--- config.mk ---
export PLATFORM = sky130hd
export DESIGN_NAME = i2c_msg_offload
export DESIGN_NICKNAME = d
export VERILOG_FILES = /design/src/rtl/i2c_msg_offload.sv
export SDC_FILE = /design/constraint.sdc
export NUM_CORES = 1
export LEC_CHECK = 0
export BUFFER_PORTS_ARGS = -buffer_cell sky130_fd_sc_hd__buf_2
export CAP_MARGIN = 40
export CORE_MARGIN = 3
export CORE_UTILIZATION = 64
export CTS_CLUSTER_SIZE = 14
export DETAILED_ROUTE_END_ITERATION = 8
export PLACE_DENSITY = 0.85
export REMOVE_ABC_BUFFERS = 1
export SETUP_SLACK_MARGIN = 0.4
export SLEW_MARGIN = 30
export SYNTH_ARGS = -nofsm -noshare
export SYNTH_HDL_FRONTEND = slang
export SYNTH_SLANG_ARGS = --single-unit
--- constraint.sdc ---
create_clock -name clk -period 6.4 [get_ports clk]
set_input_delay 0.32 -clock clk [delete_from_list [all_inputs] [get_ports clk]]
set_output_delay 0.32 -clock clk [all_outputs]
set_load 0.02 [all_outputs]
--- src/rtl/i2c_msg_offload.sv ---
module i2c_msg_offload #(
  parameter int AW = 3
) (
  input  logic          clk,
  input  logic          rst_n,
  input  logic          reg_we,
  input  logic [AW-1:0] reg_addr,
  input  logic [31:0]   reg_wdata,
  output logic [31:0]   reg_rdata,
  output logic          cmd_valid,
  output logic [1:0]    cmd_op,
  output logic [7:0]    cmd_byte,
  output logic          cmd_last,
  input  logic          cmd_done,
  input  logic          rsp_ack,
  input  logic [7:0]    rsp_byte,
  output logic          irq
);
  localparam logic [AW-1:0] A_CTRL = AW'(0), A_STAT = AW'(1), A_CAUSE = AW'(2), A_MASK = AW'(3);
  localparam logic [AW-1:0] A_TXL = AW'(4), A_TXH = AW'(5), A_RXL = AW'(6), A_RXH = AW'(7);
  localparam int B_WR = 0, B_RD = 1, B_EXT = 12, B_TXN = 13, B_RXN = 16, B_GO = 19;
  localparam logic [1:0] OP_START = 2'd0, OP_WRITE = 2'd1, OP_READ = 2'd2, OP_STOP = 2'd3;

  typedef enum logic [2:0] {S_IDLE, S_START, S_ADR1, S_ADR2, S_DATA, S_STOP} st_t;
  st_t state;

  logic [31:0] ctrl_q, tx_lo, tx_hi;
  logic [63:0] rx_q;
  logic [1:0]  cause_q, mask_q;
  logic        err_q, err_run, rd_m, ten_m;
  logic [9:0]  adr_m;
  logic [2:0]  len_m, cnt;

  wire idle   = (state == S_IDLE);
  wire at_end = (cnt == len_m);
  wire launch = reg_we && reg_addr == A_CTRL && idle && reg_wdata[B_GO] &&
                (reg_wdata[B_WR] ^ reg_wdata[B_RD]);
  wire fin    = (state == S_STOP) && cmd_done;
  wire [63:0] tx_w = {tx_hi, tx_lo};
  wire [7:0]  adr1 = ten_m ? {5'b11110, adr_m[9:8], rd_m} : {adr_m[6:0], rd_m};

  assign cmd_valid = !idle;
  assign cmd_last  = (state == S_DATA) && rd_m && at_end;
  assign irq       = |(cause_q & mask_q);

  always_comb begin
    cmd_op   = OP_WRITE;
    cmd_byte = 8'h00;
    case (state)
      S_START: cmd_op = OP_START;
      S_ADR1:  cmd_byte = adr1;
      S_ADR2:  cmd_byte = adr_m[7:0];
      S_DATA:  if (rd_m) cmd_op = OP_READ; else cmd_byte = tx_w[cnt*8 +: 8];
      S_STOP:  cmd_op = OP_STOP;
      default: cmd_op = OP_START;
    endcase
  end

  always_comb begin
    case (reg_addr)
      A_CTRL:  reg_rdata = ctrl_q;
      A_STAT:  reg_rdata = {31'd0, err_q};
      A_CAUSE: reg_rdata = {30'd0, cause_q};
      A_MASK:  reg_rdata = {30'd0, mask_q};
      A_TXL:   reg_rdata = tx_lo;
      A_TXH:   reg_rdata = tx_hi;
      A_RXL:   reg_rdata = rx_q[31:0];
      A_RXH:   reg_rdata = rx_q[63:32];
      default: reg_rdata = 32'd0;
    endcase
  end

  always_ff @(posedge clk or negedge rst_n) begin
    if (!rst_n) begin
      state <= S_IDLE; ctrl_q <= '0; tx_lo <= '0; tx_hi <= '0; rx_q <= '0;
      cause_q <= '0; mask_q <= '0; err_q <= 1'b0; err_run <= 1'b0;
      rd_m <= 1'b0; ten_m <= 1'b0; adr_m <= '0; len_m <= '0; cnt <= '0;
    end else begin
      if (reg_we && idle) begin
        if (reg_addr == A_CTRL) ctrl_q <= reg_wdata;
        if (reg_addr == A_TXL)  tx_lo  <= reg_wdata;
        if (reg_addr == A_TXH)  tx_hi  <= reg_wdata;
      end
      if (reg_we && reg_addr == A_MASK) mask_q <= reg_wdata[1:0];
      if (fin) begin
        cause_q <= {err_run, 1'b1};
        err_q   <= err_run;
      end else if (reg_we && reg_addr == A_CAUSE) begin
        cause_q <= reg_wdata[1:0];
      end
      if (launch) begin
        state   <= S_START;
        rd_m    <= reg_wdata[B_RD];
        ten_m   <= reg_wdata[B_EXT];
        adr_m   <= reg_wdata[11:2];
        len_m   <= reg_wdata[B_RD] ? reg_wdata[B_RXN +: 3] : reg_wdata[B_TXN +: 3];
        cnt     <= '0;
        err_run <= 1'b0;
        rx_q    <= '0;
      end else if (cmd_done) begin
        case (state)
          S_START: state <= S_ADR1;
          S_ADR1: begin
            if (!rsp_ack) begin err_run <= 1'b1; state <= S_STOP; end
            else state <= ten_m ? S_ADR2 : S_DATA;
          end
          S_ADR2: begin
            if (!rsp_ack) begin err_run <= 1'b1; state <= S_STOP; end
            else state <= S_DATA;
          end
          S_DATA: begin
            if (rd_m) begin
              rx_q[cnt*8 +: 8] <= rsp_byte;
              if (at_end) state <= S_STOP; else cnt <= cnt + 3'd1;
            end else if (!rsp_ack) begin
              err_run <= 1'b1; state <= S_STOP;
            end else if (at_end) state <= S_STOP;
            else cnt <= cnt + 3'd1;
          end
          S_STOP:  state <= S_IDLE;
          default: state <= S_IDLE;
        endcase
      end
    end
  end
endmodule

== Word-level counts from Yosys, hierarchy flattened ==
Cells that the tools add are included.

* Reduce and logical (&&, ||, !) cells: 27
* Eq/ne operators: 14
* Multiplexer cells: 34
* Shift operators: 3
* Add/subtract/negate cells: 2
* Bitwise logic cells: 2

{| class="wikitable"
|+ Operators by type and width
! operator !! number
|-
| 2-to-1 mux 64 bit || 4
|-
| one-hot mux 32 bit (8 select lines) || 1
|-
| bitwise mux 64 bit || 1
|-
| variable shift 8 x 34 -> 64 bit, first input constant || 1
|-
| indexed part select 64 x 7 -> 8 bit || 1
|-
| indexed part select 8 x 34 -> 64 bit || 1
|-
| 2-to-1 mux 3 bit || 14
|-
| negator 6 -> 34 bit || 1
|-
| one-hot mux 8 bit (3 select lines) || 1
|-
| equality test 3 bit, second input constant || 6
|-
| 2-to-1 mux 8 bit || 2
|-
| equality test 3 x 2 -> 1 bit, second input constant || 4
|-
| one-hot mux 3 bit (4 select lines) || 1
|-
| logical AND 1 bit || 10
|-
| AND reduction 3 bit || 3
|-
| nonzero test 2 bit || 4
|-
| equality test 3 x 1 -> 1 bit, second input constant || 2
|-
| zero test 3 bit || 2
|-
| 2-to-1 mux 2 bit || 3
|-
| one-hot mux 2 bit (3 select lines) || 1
|-
| AND reduction 2 bit || 3
|-
| nonzero test 3 bit || 2
|-
| 2-to-1 mux 1 bit || 5
|-
| OR reduction 2 bit || 2
|-
| 7 further kinds || 7
|}

* Output and inout port bits: 45
* Register bits: 187
* Word-level logic and storage cells: 96

== Longest topological paths before layout ==
* Word-level depth: 7
* Depth in mapped cells: 10
* Mapped depth without buffers: 7

== Worst setup path before layout ==
No wires, ideal clock.

* Path type: register to register
* Start: register cnt[1]
* End: register rx_q[37]
* Setup time: 0.136 ns
* Clock period less this slack: 3.023 ns
* Data arrival time: 2.887 ns
* Cell stages (with the launch flop): 11
* Path slack: 3.377 ns
* Path buffers: 3
* Cell sequence: dfrtp_1 -> buf_2 -> clkbuf_1 -> inv_1 -> ha_1 -> ha_1 -> nor4b_2 -> or4b_1 -> clkbuf_1 -> nand2_1 -> a21oi_1

* Cells in the longest elaborated chain, start to end: 7
* Elaborated cells between the ends (all ways): 8
* Classes of those cells: add/sub (1); shift (2); mux (5)

{| class="wikitable"
|+ RTL lines
! item !! line !! RTL
|-
| from (decl) || 32 || <nowiki>logic [2:0] len_m, cnt;</nowiki>
|-
| from (signal assigned) || 118 || <nowiki>else cnt <= cnt + 3'd1;</nowiki>
|-
| negator 6 -> 34 bit (*) || 113 || <nowiki>rx_q[cnt*8 +: 8] <= rsp_byte;</nowiki>
|-
| indexed part select 8 x 34 -> 64 bit / variable shift 8 x 34 -> 64 bit (equally long branches) || 113 ||
|-
| bitwise mux 64 bit (*) || 113 ||
|-
| 2-to-1 mux 64 bit (*) || 112 || <nowiki>if (rd_m) begin</nowiki>
|-
| 2-to-1 mux 64 bit (*) || 101 || <nowiki>case (state)</nowiki>
|-
| 2-to-1 mux 64 bit (*) || 100 || <nowiki>end else if (cmd_done) begin</nowiki>
|-
| 2-to-1 mux 64 bit (*) || 91 || <nowiki>if (launch) begin</nowiki>
|-
| to (signal, indexed assignment) || 113 ||
|-
| to (decl) || 28 || <nowiki>logic [63:0] rx_q;</nowiki>
|}

Mark *: on every way between the ends. The rest lies on a longest branch, timed or not. The select of a mux whose other input is x is not followed.
A chain may end at the register's enable or synchronous reset.

== Final worst setup path ==
* Start: register state[0]
* End: output port cmd_byte[7]

* Cells in the longest elaborated chain, start to end: 2
* Elaborated cells between the ends (all ways): 4
* Classes of those cells: eq/ne (3); mux (1)

{| class="wikitable"
|+ RTL lines
! item !! line !! RTL
|-
| from (decl) || 25 || <nowiki>st_t state;</nowiki>
|-
| from (signal assigned) || 105 || <nowiki>else state <= ten_m ? S_ADR2 : S_DATA;</nowiki>
|-
| equality test 3 bit / equality test 3 x 2 -> 1 bit (equally long branches) || 49 || <nowiki>case (state)</nowiki>
|-
| one-hot mux 8 bit (3 select lines) (*) || 49 ||
|-
| to (decl) || 12 || <nowiki>output logic [7:0] cmd_byte,</nowiki>
|}

Mark *: on every way between the ends. The rest lies on a longest branch, timed or not.

==> results.py <==
metrics = {
    "status": {
        "outcome": "finished clean",
    },
    "hold_path": {
        "hp-class": "input pin to flip-flop",
        "min-delay-start": "reg_wdata[27]",
        "hold_depth": 2,
        "hold_end": "ctrl_q[27]",
    },
    "timing": {
        "rsz0062_at_grt": "false",
        "final.min_clock_period_ns": 3.47,
        "slew_viol_final": 0,
        "clock_skew_ns": 0.0135,
        "hold_viol": 0,
        "setup-tns-final_ns": 0,
        "slew_headroom": 0.406,
        "tightest_slew_ns": 0.889,
        "post-route-period-util": 0.541,
        "fmax_mhz": 289,
        "setup_violations": 0,
    },
    "drt": {
        "drt-met1-wl_mm": 10.2,
        "wl_met3_mm": 2.67,
        "routed.top_layer": "met4",
        "drc_errors": 0,
        "drt_iter0_drc": 789,
        "vias": 7279,
        "dr_wl_met2_mm": 12.5,
        "routedWlPerCell_um": 24.9,
        "wirelength_mm": 26.3,
        "dr.pass1.iters": 6,
        "antenna_left": 0,
        "routed_via_density": 6.87,
    },
    "setup_path": {
        "max_stage_delay_ns": 0.78,
        "cp-end-kind": "output port",
        "r2r_cells": 5,
        "rrSetupSlack_ns": 3.41,
        "critPathArrivalTime_ns": 3.15,
        "worstSetupStartpointType": "flip-flop",
        "r2r_start": "state[0]",
        "critPathMaxFanout": 26,
        "required_ns": 6.08,
        "timing.rr.end": "adr_m[6]",
        "slowest_stage": "or4b_2",
        "worstPathCellList": "or4b_2 > nor2_1 > a22oi_1 > o21ai_0 > buf_2",
        "critPathKind": "flip-flop to output port",
    },
    "synthesis": {
        "synth_xor_area_frac": 0.00363,
        "yosys.area.top_type_share": 0.485,
        "yosysUniqueCellTypes": 49,
        "ys_async_sr_fraction": 1.00,
        "syn-instance-count": 784,
        "syn_area_per_cell_um2": 12.3,
        "yosys.area.top_type": "dfrtp_1",
        "ys_seq_area_frac": 0.485,
        "synth_area_leaders": "dfrtp_1 (49%), mux2_2 (11%), mux4_2 (11%)",
        "synth_top_family_by_area": "multiplexers",
        "synth_compound_area_frac": 0.0705,
        "synth.area.mux_share": 0.288,
        "yosys.area_share.simple": 0.117,
        "synth_edf_count": 0,
        "netlist_area_um2": 9640,
        "synth_ff_type": "dfrtp_1",
        "synthAdderAreaFrac": 0.00779,
        "synth_warnings": 0,
        "synth_seq_cells": 187,
    },
    "clocking": {
        "h-tree-depth": 4,
        "clkTransAtPathRegs_ns": 0.08,
        "clkSinkCount": 187,
        "clockBufferDepth": 2,
        "cts_root_buf": "clkbuf_16",
        "cts_buffers": 17,
        "clk_latency_ns": 0.44,
        "cts_tree": "built",
    },
    "cells_and_area": {
        "final_cells": 1059,
        "syn_to_final_growth_pct": 13.9,
        "n_antenna_cell": 0,
        "final_nets": 916,
        "fill_cells": 939,
        "seqCellArea_um2": 4680,
        "multi_input_area_um2": 4710,
        "drive_gt1_frac": 0.339,
    },
    "power_and_ir_drop": {
        "switching_power_mw": 1.41,
        "pwr-share-clk": 0.263,
        "seqPwrFrac": 0.431,
        "intPower_mw": 2.76,
        "p_leak_nw": 5.11,
        "p_sw_frac": 0.338,
        "peakVddDrop_mv": 0.328,
        "pwr-share-comb": 0.306,
        "p_per_area_nw_per_um2": 380,
    },
    "floorplan": {
        "die_h_um": 129,
        "die_x_um": 129,
        "rows": 44,
        "coreArea_um2": 14600,
        "die_area_um2": 16600,
        "pin_count": 93,
        "initial_core_util": 0.658,
    },
    "global_routing": {
        "antenna_found_initial": 0,
        "grt_pass1_wl_mm": 41.3,
        "grt_max_degree": 77,
        "grt-ovfl-total": 0,
        "grt.total_usage": 0.329,
        "grt_pass1_vias": 7349,
    },
    "job": {
        "drv_cap": 0,
    },
    "place": {
        "dp.cells": 1023,
        "io_buffers": 92,
        "finalWeightedCongestion": 0.853,
        "dp_hpwl_mm": 16.9,
    },
}
## worst max path at each step
stage	from	to	slack, ns	cells past startpoint
after CTS	state[0]	cmd_byte[7]	3.03	5
after global routing	state[0]	cmd_byte[5]	2.90	5
after floorplan	reg_addr[2]	ctrl_q[10]	2.25	3
after detailed placement	reg_addr[0]	adr_m[6]	3.17	7
final	state[0]	cmd_byte[7]	2.93	5
after global placement	reg_addr[0]	rx_q[56]	3.28	6
## area by class of cell
| type | instances | area share |
|---|---|---|
| Inverter | 9 | 0.00308 |
| Tap cell | 184 | 0.0210 |
| Clock inverter | 12 | 0.0140 |
| Sequential cell | 187 | 0.426 |
| Multi-Input combinational cell | 534 | 0.429 |
| Timing Repair Buffer | 113 | 0.0650 |
| Clock buffer | 20 | 0.0416 |
## synth_stat cells, types with 2 or more instances
master	number
nor4b_2	2
clkbuf_1	32
mux2_2	93
nand3b_1	4
inv_1	9
nand3_1	13
buf_1	5
ha_1	6
nand2_1	61
and2_1	25
o21ai_0	25
a21oi_1	19
nor3b_1	3
or3_1	3
mux4_2	46
nor2_1	76
a22oi_1	9
mux2i_1	68
xor2_1	4
o32ai_1	2
nor3_1	3
o31ai_1	6
a22o_1	31
nand2b_1	4
nand4_1	2
nor3_4	6
nor2b_1	4
buf_2	16
dfrtp_1	187
## state kept, by name, summed over array words and instances, names as in the netlist, 3 cells and up
signal / count
cnt: 3
adr_m: 10
len_m: 3
rx_q: 64
state: 3
tx_hi: 32
tx_lo: 32
ctrl_q: 32
## cell usage in the layout, fill, tap and decap left out, types with 2 or more instances in the layout
master / Yosys / routed
nand3_1: 13 / 13
a22o_1: 31 / 31
clkbuf_8: 0 / 3
bufinv_16: 0 / 2
o32ai_1: 2 / 2
o21ai_0: 25 / 25
dfrtp_1: 187 / 187
inv_8: 0 / 2
nor4b_2: 2 / 2
nand2_1: 61 / 61
xor2_1: 4 / 4
or3_1: 3 / 3
buf_4: 0 / 13
nor3_1: 3 / 2
buf_16: 0 / 3
buf_6: 1 / 3
mux4_2: 46 / 46
clkinvlp_4: 0 / 2
nor2b_1: 4 / 4
inv_6: 0 / 4
mux2i_1: 68 / 68
nor2_1: 76 / 76
o31ai_1: 6 / 6
nand2b_1: 4 / 4
mux2_2: 93 / 93
buf_2: 16 / 91
and2_1: 25 / 25
inv_1: 9 / 9
a22oi_1: 9 / 9
a21oi_1: 19 / 19
nand4_1: 2 / 2
nor3b_1: 3 / 2
clkbuf_16: 0 / 17
ha_1: 6 / 6
nor3_4: 6 / 6
nand3b_1: 4 / 4
## power groups by stage
stage | combinational, mW | clock, mW | sequential [mW]
after floorplan | 0.859 | 0 | 1.74
after global placement | 1.19 | 0 | 1.77
after detailed placement | 1.24 | 0 | 1.80
after CTS | 1.26 | 1.10 | 1.78
after global routing | 1.37 | 1.15 | 1.83
final | 1.27 | 1.10 | 1.80
## cells by family (layout without fill, tap and decap cells)
kind of cell / Yosys count / after routing
buffers and inverters: 63 / 154
AND/OR/NAND/NOR: 217 / 217
multiplexers: 208 / 208
AO/OA/AOI/OAI: 99 / 99
XOR/XNOR: 4 / 4
adder cells (fa/ha/maj): 6 / 6
flip-flops: 187 / 187
## what timing repair did
item / in CTS / in global routing
endpoints found under the hold margin: 29 / 0
setup buffers: 0 / 0
hold buffers: 1 / 0
resized for setup: 0 / 0
## critical path, delay by kind of cell, from the launching register on
family | cells | cell delay, ns
buf+inv | 1 | 0.24
simple gates | 2 | 1.37
flops | 1 | 0.66
compound gates | 2 | 0.44
## through the flow
step | setup slack, ns | hold slack, ns | power [mW] | cell area (µm²) | util
2_1_floorplan | 2.25 | 0.0244 | 2.60 | 9410 | -
3_3_place_gp | 3.28 | 0.462 | 2.96 | 10200 | 0.697
3_5_place_dp | 3.17 | 0.226 | 3.04 | 10300 | 0.703
4_1_cts | 3.03 | 0.137 | 4.15 | 10900 | 0.745
5_1_grt | 2.90 | 0.138 | 4.35 | 11000 | 0.749
6_report | 2.93 | 0.144 | 4.17 | 11000 | 0.749
## per-layer routing
| metal | up-vias | track usage |
|---|---|---|
| met4 | 0 | 0.125 |
| met3 | 77 | 0.0859 |
| met2 | 487 | 0.511 |
| li1 | 3019 | - |
| met1 | 3696 | 0.454 |
| met5 | - | 0 |
(Power assumes the default switching activity.)
